$ cat config.mk
export PLATFORM = sky130hd
export DESIGN_NAME = os_tick_timer
export DESIGN_NICKNAME = d
export VERILOG_FILES = /design/src/rtl/ost_pkg.sv /design/src/rtl/ost_stamp.sv /design/src/rtl/ost_tick.sv /design/src/rtl/ost_pend.sv /design/src/rtl/os_tick_timer.sv
export SDC_FILE = /design/constraint.sdc
export NUM_CORES = 1
export LEC_CHECK = 0
export ABC_AREA = 1
export BUFFER_PORTS_ARGS = -buffer_cell sky130_fd_sc_hd__buf_2
export CORE_MARGIN = 4
export CORE_UTILIZATION = 60
export DETAILED_ROUTE_END_ITERATION = 8
export PLACE_DENSITY_LB_ADDON = 0.1
export SYNTH_ARGS = -nofsm -noshare
export SYNTH_HDL_FRONTEND = slang
export SYNTH_SLANG_ARGS = --single-unit
$ cat constraint.sdc
create_clock -name clk -period 2.55 [get_ports clk]
set_input_delay 0.3825 -clock clk [delete_from_list [all_inputs] [get_ports clk]]
set_output_delay 0.3825 -clock clk [all_outputs]
set_load 0.1 [all_outputs]
$ cat src/rtl/ost_pkg.sv
package ost_pkg;
   typedef enum logic [1:0] {
      REG_STAMP  = 2'd0,
      REG_RELOAD = 2'd1,
      REG_COUNT  = 2'd2,
      REG_STATUS = 2'd3
   } ost_reg_e;

   localparam int CTL_W    = 2;
   localparam int EN_BIT   = 0;
   localparam int ONE_BIT  = 1;
   localparam int PEND_BIT = 0;
endpackage

$ cat src/rtl/ost_stamp.sv
module ost_stamp #(
   parameter int W = 32
) (
   input  logic         clk,
   input  logic         rst_n,
   input  logic         clr,
   output logic [W-1:0] stamp_o
);
   logic [W-1:0] stamp_q;

   if (W < 2) begin : g_bad_width
      $error("ost_stamp: W must be at least 2");
   end

   always_ff @(posedge clk or negedge rst_n) begin
      if (!rst_n)   stamp_q <= '0;
      else if (clr) stamp_q <= '0;
      else          stamp_q <= stamp_q + W'(1);
   end

   assign stamp_o = stamp_q;

   a_r2_step: assert property (@(posedge clk) disable iff (!rst_n)
      !clr |=> stamp_q == $past(stamp_q) + W'(1));
   a_r3_clear: assert property (@(posedge clk) disable iff (!rst_n)
      clr |=> stamp_q == '0);
endmodule

$ cat src/rtl/ost_tick.sv
module ost_tick #(
   parameter int W = 32
) (
   input  logic         clk,
   input  logic         rst_n,
   input  logic         load,
   input  logic [W-1:0] load_val,
   output logic [W-1:0] reload_o,
   output logic [W-1:0] count_o,
   output logic         expire_o
);
   import ost_pkg::*;

   logic [W-1:0] reload_q;
   logic [W-1:0] cnt_q;
   logic         done_q;
   logic [W-1:0] timeout;
   logic [W-1:0] load_timeout;
   logic         run;
   logic         at_zero;

   if (W < CTL_W + 2) begin : g_bad_width
      $error("ost_tick: W too small for control bits");
   end

   for (genvar b = 0; b < W; b++) begin : g_mask
      if (b < CTL_W) begin : g_ctl
         assign timeout[b]      = 1'b0;
         assign load_timeout[b] = 1'b0;
      end else begin : g_val
         assign timeout[b]      = reload_q[b];
         assign load_timeout[b] = load_val[b];
      end
   end

   assign run      = reload_q[EN_BIT] & ~done_q;
   assign at_zero  = (cnt_q == '0);
   assign expire_o = run & at_zero & ~load;

   always_ff @(posedge clk or negedge rst_n) begin
      if (!rst_n) begin
         reload_q <= '0;
         cnt_q    <= '0;
         done_q   <= 1'b0;
      end else if (load) begin
         reload_q <= load_val;
         cnt_q    <= load_timeout;
         done_q   <= 1'b0;
      end else if (run) begin
         if (at_zero) begin
            if (reload_q[ONE_BIT]) done_q <= 1'b1;
            else                   cnt_q  <= timeout;
         end else begin
            cnt_q <= cnt_q - W'(1);
         end
      end
   end

   assign reload_o = reload_q;
   assign count_o  = cnt_q;

   a_r5_load: assert property (@(posedge clk) disable iff (!rst_n)
      load |=> cnt_q == {$past(load_val[W-1:CTL_W]), {CTL_W{1'b0}}});
   a_r6_periodic_reload: assert property (@(posedge clk) disable iff (!rst_n)
      expire_o && !reload_q[ONE_BIT] |=> cnt_q == {reload_q[W-1:CTL_W], {CTL_W{1'b0}}});
   a_r7_single_expiry: assert property (@(posedge clk) disable iff (!rst_n)
      expire_o && reload_q[ONE_BIT] |=> !expire_o);
   a_r8_frozen: assert property (@(posedge clk) disable iff (!rst_n)
      !reload_q[EN_BIT] && !load |=> $stable(cnt_q));
endmodule

$ cat src/rtl/ost_pend.sv
module ost_pend (
   input  logic clk,
   input  logic rst_n,
   input  logic set,
   input  logic clr,
   output logic pend_o
);
   logic pend_q;

   always_ff @(posedge clk or negedge rst_n) begin
      if (!rst_n)   pend_q <= 1'b0;
      else if (set) pend_q <= 1'b1;
      else if (clr) pend_q <= 1'b0;
   end

   assign pend_o = pend_q;

   a_r9_hold: assert property (@(posedge clk) disable iff (!rst_n)
      pend_q && !clr |=> pend_q);
   a_r9_w1c: assert property (@(posedge clk) disable iff (!rst_n)
      clr && !set |=> !pend_q);
   a_r9_set_wins: assert property (@(posedge clk) disable iff (!rst_n)
      set |=> pend_q);
endmodule

$ cat src/rtl/os_tick_timer.sv
module os_tick_timer #(
   parameter int CNT_W = 32
) (
   input  logic             clk,
   input  logic             rst_n,
   input  logic             bus_wr,
   input  logic [1:0]       bus_addr,
   input  logic [CNT_W-1:0] bus_wdata,
   output logic [CNT_W-1:0] bus_rdata,
   output logic             tick_irq
);
   import ost_pkg::*;

   ost_reg_e     sel;
   logic         wr_stamp, wr_reload, wr_status;
   logic [CNT_W-1:0] stamp, reload, count;
   logic         expire, pend, clr_pend;

   assign sel       = ost_reg_e'(bus_addr);
   assign wr_stamp  = bus_wr && (sel == REG_STAMP);
   assign wr_reload = bus_wr && (sel == REG_RELOAD);
   assign wr_status = bus_wr && (sel == REG_STATUS);
   assign clr_pend  = wr_status && bus_wdata[PEND_BIT];

   ost_stamp #(.W(CNT_W)) i_stamp (
      .clk(clk), .rst_n(rst_n), .clr(wr_stamp), .stamp_o(stamp));

   ost_tick #(.W(CNT_W)) i_tick (
      .clk(clk), .rst_n(rst_n), .load(wr_reload), .load_val(bus_wdata),
      .reload_o(reload), .count_o(count), .expire_o(expire));

   ost_pend i_pend (
      .clk(clk), .rst_n(rst_n), .set(expire), .clr(clr_pend), .pend_o(pend));

   always_comb begin
      bus_rdata = '0;
      case (sel)
         REG_STAMP:  bus_rdata = stamp;
         REG_RELOAD: bus_rdata = reload;
         REG_COUNT:  bus_rdata = count;
         REG_STATUS: bus_rdata[PEND_BIT] = pend;
         default:    bus_rdata = '0;
      endcase
   end

   assign tick_irq = pend;

   a_r10_irq_after_expiry: assert property (@(posedge clk) disable iff (!rst_n)
      expire |=> tick_irq);
   a_r10_irq_drop: assert property (@(posedge clk) disable iff (!rst_n)
      tick_irq && clr_pend && !expire |=> !tick_irq);
endmodule

; ---- Word level (Yosys, flattened, before mapping)
; Index checks and enable logic that the tools add are counted.
; W data, S select, Z words.
[totals]
reg_bits = 98
input_bits = 37
output_inout_bits = 33
[classes]
addsub = 2
n_eq_ne = 4
n_mux = 13
bitwise_logic = 5
reduce_logical = 12
[op_table]
columns = cell, n
row1 = $mux W32, 5
row2 = $pmux W31 S3, 1
row3 = $add A32 B1 Y32 const B, 1
row4 = $logic_not A32 Y1, 1
row5 = $sub A32 B1 Y32 const B, 1
row6 = $reduce_bool A2 Y1, 4
row7 = $mux W1, 6
row8 = $eq A2 B2 Y1 const B, 2
row9 = $logic_and A1 B1 Y1, 4
row10 = $pmux W1 S4, 1
row11 = $and A1 B1 Y1, 3
row12 = $ne A3 B2 Y1 const B, 1
row13 = $reduce_and A3 Y1, 1
row14 = $eq A2 B1 Y1 const B, 1
row15 = $logic_not A2 Y1, 1
row16 = $not A1 Y1, 2
row17 = $reduce_and A2 Y1, 1

; ---- Longest topological paths before layout
; Gate-level depths: netlist (run 1).
[logic_depth]
ltp_word = 5
depth_mapped = 12
depth_no_buf = 11

; ---- Modules after synthesis
; A second synthesis (run 1) with hierarchy kept.
[unflattened]
hier_cells = 1048
area_unflattened_um2 = 6651.4
[modules_own_cells]
columns = mod, n_inst, cells_each, area_each_um2
row1 = ost_tick, 1, 642, 4149.0
row2 = ost_stamp, 1, 253, 1816.7
row3 = os_tick_timer, 1, 148, 645.6
row4 = ost_pend, 1, 5, 40.0

; ---- Least setup slack after synthesis (run 1)
; Ideal clock, no wire load.
[synth_timing]
path_type = input port to output port
startpoint = input port bus_addr[0]
endpoint = output port bus_rdata[0]
arrival_ns = 3.147
required_time_ns = 2.168
path_slack_ns = -0.980
cell_stages = 5
path_buffers = 2
path_cell_list = nor2_1 inv_1 clkbuf_1 buf_2 o21ai_0
[synth_via]
elab_chain_len = 2
[synth_rtl]
columns = item, line_no
row1 = "start, declared", os_tick_timer.sv:7  ; input logic [1:0] bus_addr,
row2 = "$eq A2 B2 Y1, or another cell as far along", os_tick_timer.sv:37  ; case (sel)
row3 = $pmux W1 S4 (*), os_tick_timer.sv:37
row4 = "end, declared", os_tick_timer.sv:9  ; output logic [CNT_W-1:0] bus_rdata,
; Mark *: on every way between the ends. The rest lies on a longest branch, timed or not.

; ---- Worst setup path in the final report (run 1)
[layout_timing]
startpoint = register i_tick.cnt_q[0] (netlist: i_tick.count_o[0])
endpoint = register i_tick.cnt_q[29] (netlist: i_tick.count_o[29])
[layout_via]
elab_chain_len = 4
[layout_rtl]
columns = item, line_no
row1 = "start, declared", ost_tick.sv:15  ; logic [W-1:0] cnt_q;
row2 = "start signal, assigned", ost_tick.sv:47  ; cnt_q <= load_timeout;
row3 = "start signal, assigned", ost_tick.sv:52  ; else cnt_q <= timeout;
row4 = "start signal, assigned", ost_tick.sv:54  ; cnt_q <= cnt_q - W'(1);
row5 = $sub A32 B1 Y32 / $logic_not A32 Y1 (equally long branches), "ost_tick.sv:54, ost_tick.sv:37"
row6 = $mux W32, ost_tick.sv:50  ; if (at_zero) begin
row7 = $mux W32, ost_tick.sv:49  ; end else if (run) begin
row8 = $mux W32, ost_tick.sv:45  ; end else if (load) begin
; Several ways; a longest one is shown, not always the timed one. The select of a mux whose other input is x is not followed.
; A chain may end at the register's enable or synchronous reset.

==> reports/results.ini, run 1 <==
[synthesis]
synth_compound_area_share_pct = 13.87
seq_area_frac_synth_pct = 37.61
synth.ff_latch_count = 98
synthAdderAreaFrac_pct = 0.5757
synth_nets = 977
synthXorXnorAreaFrac_pct = 3.090
synth_top_family_by_area = simple AND/OR/NAND/NOR gates
synth-simple-area-share_pct = 33.41
netlist_area_um2 = 6520
syn_area_per_cell_um2 = 6.958
synthCells = 937
ys_types = 31
ys_warn_count = 0
muxShareOfSynthArea_pct = 0

[grt]
gr-usage-all-layers_pct = 33.61
antenna_found_initial = 0
grt_pass1_vias = 6448
grt_start_max_net_pins = 99
grt_overflow = 0
grt_pass1_wl_um = 33400

[finish]
nets = 1037
post-route-util_pct = 74.18
layout_common_cells = nand2_1, inv_1, nor2_1, dfrtp_1, a21oi_1
final_common_cell = nand2_1
fin_area_um2 = 7761
layout-drive-gt1-share_pct = 15.77
n_antenna_cell = 0
area_delta_synth_final_pct = 19.04

[place]
placed_area_um2 = 7521
io_buffers = 69
hpwl_um = 15390
gp_congestion = 0.9912

[detailed_routing]
drc = 0
drt-initial-drc-count = 826
via_per_inst = 5.943
drt-total-wl_um = 20800
wire_per_inst_um = 18.28
first_pass_iters = 5
ant_nets = 0
dr_total_vias = 6763

[setup_path]
worstReg2RegStart = i_tick.count_o[0]$_DFFE_PN0P_
worst-endpoint-required_ns = 2.85
crit_path_frequent_cell = nand2_1
worstSetupStartpoint = i_tick.count_o[0]$_DFFE_PN0P_
arrival_ns = 2.47
cp-start-kind = flop
slowest_delay_ns = 0.47
critical_path.slowest_cell = dfrtp_1
critPathKind = flop to flop
cp_cell_sequence = inv_1, ha_1, nand2_1, nor2_1, nand2_1, nor2_4, nand3_2, nand2_4, inv_4, nand3_1, nand2_1
crit_path_end_kind = flop
crit_fanout = 30
reg2reg_depth = 11

[power_and_ir_drop]
p_int_mw = 3.632
powerDensity_nw_per_um2 = 902.2
switching_share_pct = 48.14
power_mw = 7.002
p_seq_share_pct = 33.9
switchingPower_mw = 3.371
comb_power_share_pct = 47.9
clockPowerShare_pct = 18.1
irDropWorstVdd_mv = 0.6382
p_leak_nw = 3.744

[cts]
clk_pin_slew_worst_paths_ns = 0.10
cts_buffer_depth = 2
cts_tree = done
clock-sinks = 98
htree_levels = 3
cts_buffers = 9
cts_setup_buffers = 0
clkLatencyLatePin_ns = 0.41
hold_buffers = 0
root_buffer = clkbuf_8
post_cts_resized = 0

[timing]
max_freq_ghz = 0.4604
hold_violations = 0
skew_ns = 0.01109
setup_viol = 0
slew_viol_final = 0
relSlewSlack_pct = 47.69
grt_setup_unrepaired = no
tightest_slew_ns = 0.7837
fin_crit_sh_pct = 85.17
finalCriticalPeriod_ns = 2.172

[hold_path]
hold_path.class = input port to asynchronous set/reset pin

[outcome]
status = finished, final reports clean

[die]
start_util_pct = 62.32
die_area_um2 = 12600
fp-row-count = 37
ioPinCount = 70
die_w_um = 112.2
die_y_um = 112.2
core-area_um2 = 10460

[job]
max_cap_violations = 0

[cells by family (layout without fill, tap and decap cells)]
group,count (synthesis),after routing
buffers and inverters,174,239
AO/OA/AOI/OAI,156,156
adder cells (fa/ha/maj),3,3
XOR/XNOR,23,23
flip-flops,98,98
AND/OR/NAND/NOR,483,483
[cell usage after synthesis (all sizes together)]
cell,instances,share of area (%)
dfrtp,98,38
xor2,18,2.4
a21oi,72,5.5
nor3b,2,0.23
buf,23,2.7
o22ai,2,0.19
nand3,84,7.8
and3,1,0.096
ha,3,0.58
nor3,23,1.9
nand2,243,14
nand4,10,0.96
xnor2,5,0.67
clkbuf,10,0.58
o21a,2,0.23
nand3b,2,0.23
o221ai,31,4.2
nor2,118,7.9
inv,141,8.2
o21ai,49,3.8
[cell type report]
class	count	area, µm²
clock buffers	10	127.6
clock inverters	6	112.6
fillers	844	2701
inverters	141	531.8
multi-input cells	665	3403
flip-flops and latches	98	2452
well taps	136	170.2
repair buffers	82	963.4
[through the flow]
stage / instances / setup TNS (ns) / hold slack, ns / setup slack, ns
2_1_floorplan: 937 / -6.303 / 0.08691 / -0.4223
3_3_place_gp: 1122 / 0 / 0.4846 / 0.4394
3_5_place_dp: 1122 / 0 / 0.4906 / 0.4232
4_1_cts: 1138 / 0 / 0.05556 / 0.4037
5_1_grt: 1138 / 0 / 0.07272 / 0.1945
6_report: 1138 / 0 / 0.02943 / 0.3781
[worst paths after layout]
| kind | endpoint | slack [ns] |
|---|---|---|
| setup / recovery | i_tick.count_o[29]$_DFFE_PN0P_ | 0.38 |
| hold / removal | i_tick.reload_o[5]$_DFFE_PN0P_ | 0.03 |
| setup reg to reg | i_tick.count_o[29]$_DFFE_PN0P_ | 0.38 |
| hold reg to reg | i_stamp.stamp_o[0]$_DFF_PN0_ | 0.55 |
| max in group asynchronous | i_stamp.stamp_o[24]$_DFF_PN0_ | 2.12 |
| min in group clk | i_tick.reload_o[1]$_DFFE_PN0P_ | 0.19 |
[layer usage]
layer / routed length (µm) / vias to the layer above / global-route usage [%] / share of wire, %
met1: 8283 / 3210 / 44.77 / 40
met5: 0 / - / 0 / 0
met3: 1956 / 45 / 7.224 / 9.4
li1: - / 3148 / - / -
met4: 584 / 0 / 11.46 / 2.8
met2: 9976 / 360 / 54.67 / 48
[power groups by stage]
| stage | Sequential [mW] | Combinational (mW) | Clock, mW |
|---|---|---|---|
| after floorplan | 2.25 | 2.32 | 0 |
| after global placement | 2.37 | 3.26 | 0 |
| after detailed placement | 2.37 | 3.31 | 0 |
| after CTS | 2.35 | 3.32 | 1.26 |
| after global routing | 2.42 | 3.63 | 1.33 |
| final | 2.38 | 3.36 | 1.27 |
[state kept, by name, summed over array words and instances, names as in the netlist]
register         flops
i_pend.pend_o        1
i_stamp.stamp_o     32
i_tick.count_o      32
i_tick.done_q        1
i_tick.reload_o     32
[worst max-delay path, delay by kind of cell, from the launching register on]
family,cells,cell delay [ns]
and+or+nand+nor,8,0.95
DFF,1,0.47
buffers and inverters,2,0.40
adders and majority gates,1,0.22
Note: power is estimated with default switching activity, not from simulation.
==> inputs of run 2 (changes only) <==
clock period = 2.05 ns   (was 2.55 ns; I/O delays follow)
==> reports/results.ini, run 2 (synthesized netlist as in run 1, its figures left out) <==
[setup_path]
cp-start-kind = flop
reg2reg_slack_ns = 0.14
crit_cells = 7
slowest_delay_ns = 0.39
reg2reg_depth = 8
r2r_end = i_tick.count_o[19]$_DFFE_PN0P_
critical_path.slowest_cell = dfrtp_1
critPathKind = flop to output port
crit_path_end_kind = output port
crit_fanout = 5
crit_path_frequent_cell = buf_4
cp_cell_sequence = buf_4, nand3_1, o21ai_1, buf_4, a21oi_4, o21ai_2, buf_12
worst-endpoint-required_ns = 1.74
arrival_ns = 1.68
crit_buf_inv = 3
crit_family = buffers and inverters
worstReg2RegStart = i_tick.count_o[2]$_DFFE_PN0P_

[hold_path]
min_to = i_tick.reload_o[1]$_DFFE_PN0P_
worstHoldPathCells = 3
hold_path.class = input port to flop
min_from = bus_wdata[1]

[place]
gp_congestion = 1.024
io_buffers = 69
hpwl_um = 15640
placed_area_um2 = 7785
dp_cells = 1141

[finish]
fin_area_um2 = 8006
area_delta_synth_final_pct = 22.80
nets = 1058
nFillCells = 838
n_antenna_cell = 0
layout-drive-gt1-share_pct = 17.50
fin_cells = 1159
layout_common_cells = nand2_1, inv_1, nor2_1, dfrtp_1, a21oi_1
final_common_cell = nand2_1

[timing]
max_freq_ghz = 0.5028
fin_crit_sh_pct = 97.01
tightest_slew_ns = 0.5607
hold_violations = 0
finalCriticalPeriod_ns = 1.989
slew_viol_final = 0
skew_ns = 0.01614
setup_viol = 0
fin_tns_setup_ns = 0
fin_hold_ws_ns = 0.1158
relSlewSlack_pct = 62.58

[cts]
cts_buffer_depth = 2
cts_tree = done
clock-sinks = 98
clk_pin_slew_worst_paths_ns = 0.10
clkLatencyLatePin_ns = 0.40
cts_buffers = 9
root_buffer = clkbuf_8
htree_levels = 3

[detailed_routing]
wire_per_inst_um = 17.80
drt-initial-drc-count = 770
via_per_inst = 5.742
first_pass_iters = 5
drc = 0
drt-total-wl_um = 20630
ant_nets = 0
dr_total_vias = 6655

[grt]
grt_start_max_net_pins = 74
grt_overflow = 0
grt_pass1_vias = 6582
antenna_found_initial = 0
grt_pass1_wl_um = 33840
gr-usage-all-layers_pct = 33.75

[job]
max_cap_violations = 0

[die]
die_y_um = 112.2
fp-row-count = 37
die_w_um = 112.2
ioPinCount = 70
start_util_pct = 62.32
die_area_um2 = 12600
core-area_um2 = 10460

[power_and_ir_drop]
powerDensity_nw_per_um2 = 1075
irDropWorstVdd_mv = 0.8554
p_leak_nw = 3.859
power_mw = 8.605

[outcome]
status = finished, final reports clean

## run 2: changes by cell type in the layout (fill, tap and decap cells not counted), moves of 2 or more
cell and change:
o221ai_4 +6, buf_4 +15, buf_12 +5, o221ai_1 +2, o221ai_2 -8, bufinv_16 -3
clkinv_4 +2
## run 2: power by group
part	internal (mW)	total [mW]	switching [mW]
registers	2.37	2.86	0.495
logic	1.51	4.45	2.94
clock network	0.499	1.29	0.793
## run 2: worst register-to-register path: cells and delay by family (launching register included)
| kind | cells | cell delay [ns] |
|---|---|---|
| AO/OA/AOI/OAI | 1 | 0.22 |
| flip-flops | 1 | 0.47 |
| AND/OR/NAND/NOR | 7 | 1.12 |
## run 2: layout make-up
type	instances	area, µm²	area share (%)
well taps	136	170.2	2.125
flip-flops and latches	98	2452	30.63
clock buffers	10	137.6	1.719
inverters	141	531.8	6.642
multi-input cells	665	3473	43.38
repair buffers	103	1186	14.81
clock inverters	6	55.05	0.6876
## run 2: worst max path at each step
| stage | startpoint | to | slack (ns) |
|---|---|---|---|
| global route | i_tick.count_o[0]$_DFFE_PN0P_ | bus_rdata[0] | -0.02 |
| CTS | i_tick.count_o[0]$_DFFE_PN0P_ | bus_rdata[0] | 0.004 |
| floorplan | bus_addr[0] | bus_rdata[12] | -0.60 |
| detailed placement | i_tick.count_o[2]$_DFFE_PN0P_ | i_tick.count_o[19]$_DFFE_PN0P_ | 0.20 |
| finish | i_tick.count_o[0]$_DFFE_PN0P_ | bus_rdata[0] | 0.06 |
| global placement | i_tick.count_o[0]$_DFFE_PN0P_ | i_tick.count_o[18]$_DFFE_PN0P_ | 0.21 |
## run 2: repair_timing
item	4_1_cts	5_1_grt
hold buffers	1	0
gates resized for setup	1	2
setup buffers	0	1
hold endpoints to repair	34	0
endpoints found under the setup margin	1	2
## run 2: metal layers
metal	GRT usage (%)	vias up	part of all wire, %
met4	12.26	0	3.3
met2	53.36	295	47
met1	45.58	3109	42
met3	7.817	52	7.8
met5	0	-	0
li1	-	3199	-
## run 2: per-stage QoR
stage          utilization (%)  setup slack (ns)
6_report                 76.52           0.06129
5_1_grt                  76.52          -0.01764
4_1_cts                  76.38          0.003851
3_5_place_dp             74.41            0.2032
3_3_place_gp             74.41            0.2069
2_1_floorplan                -           -0.6037
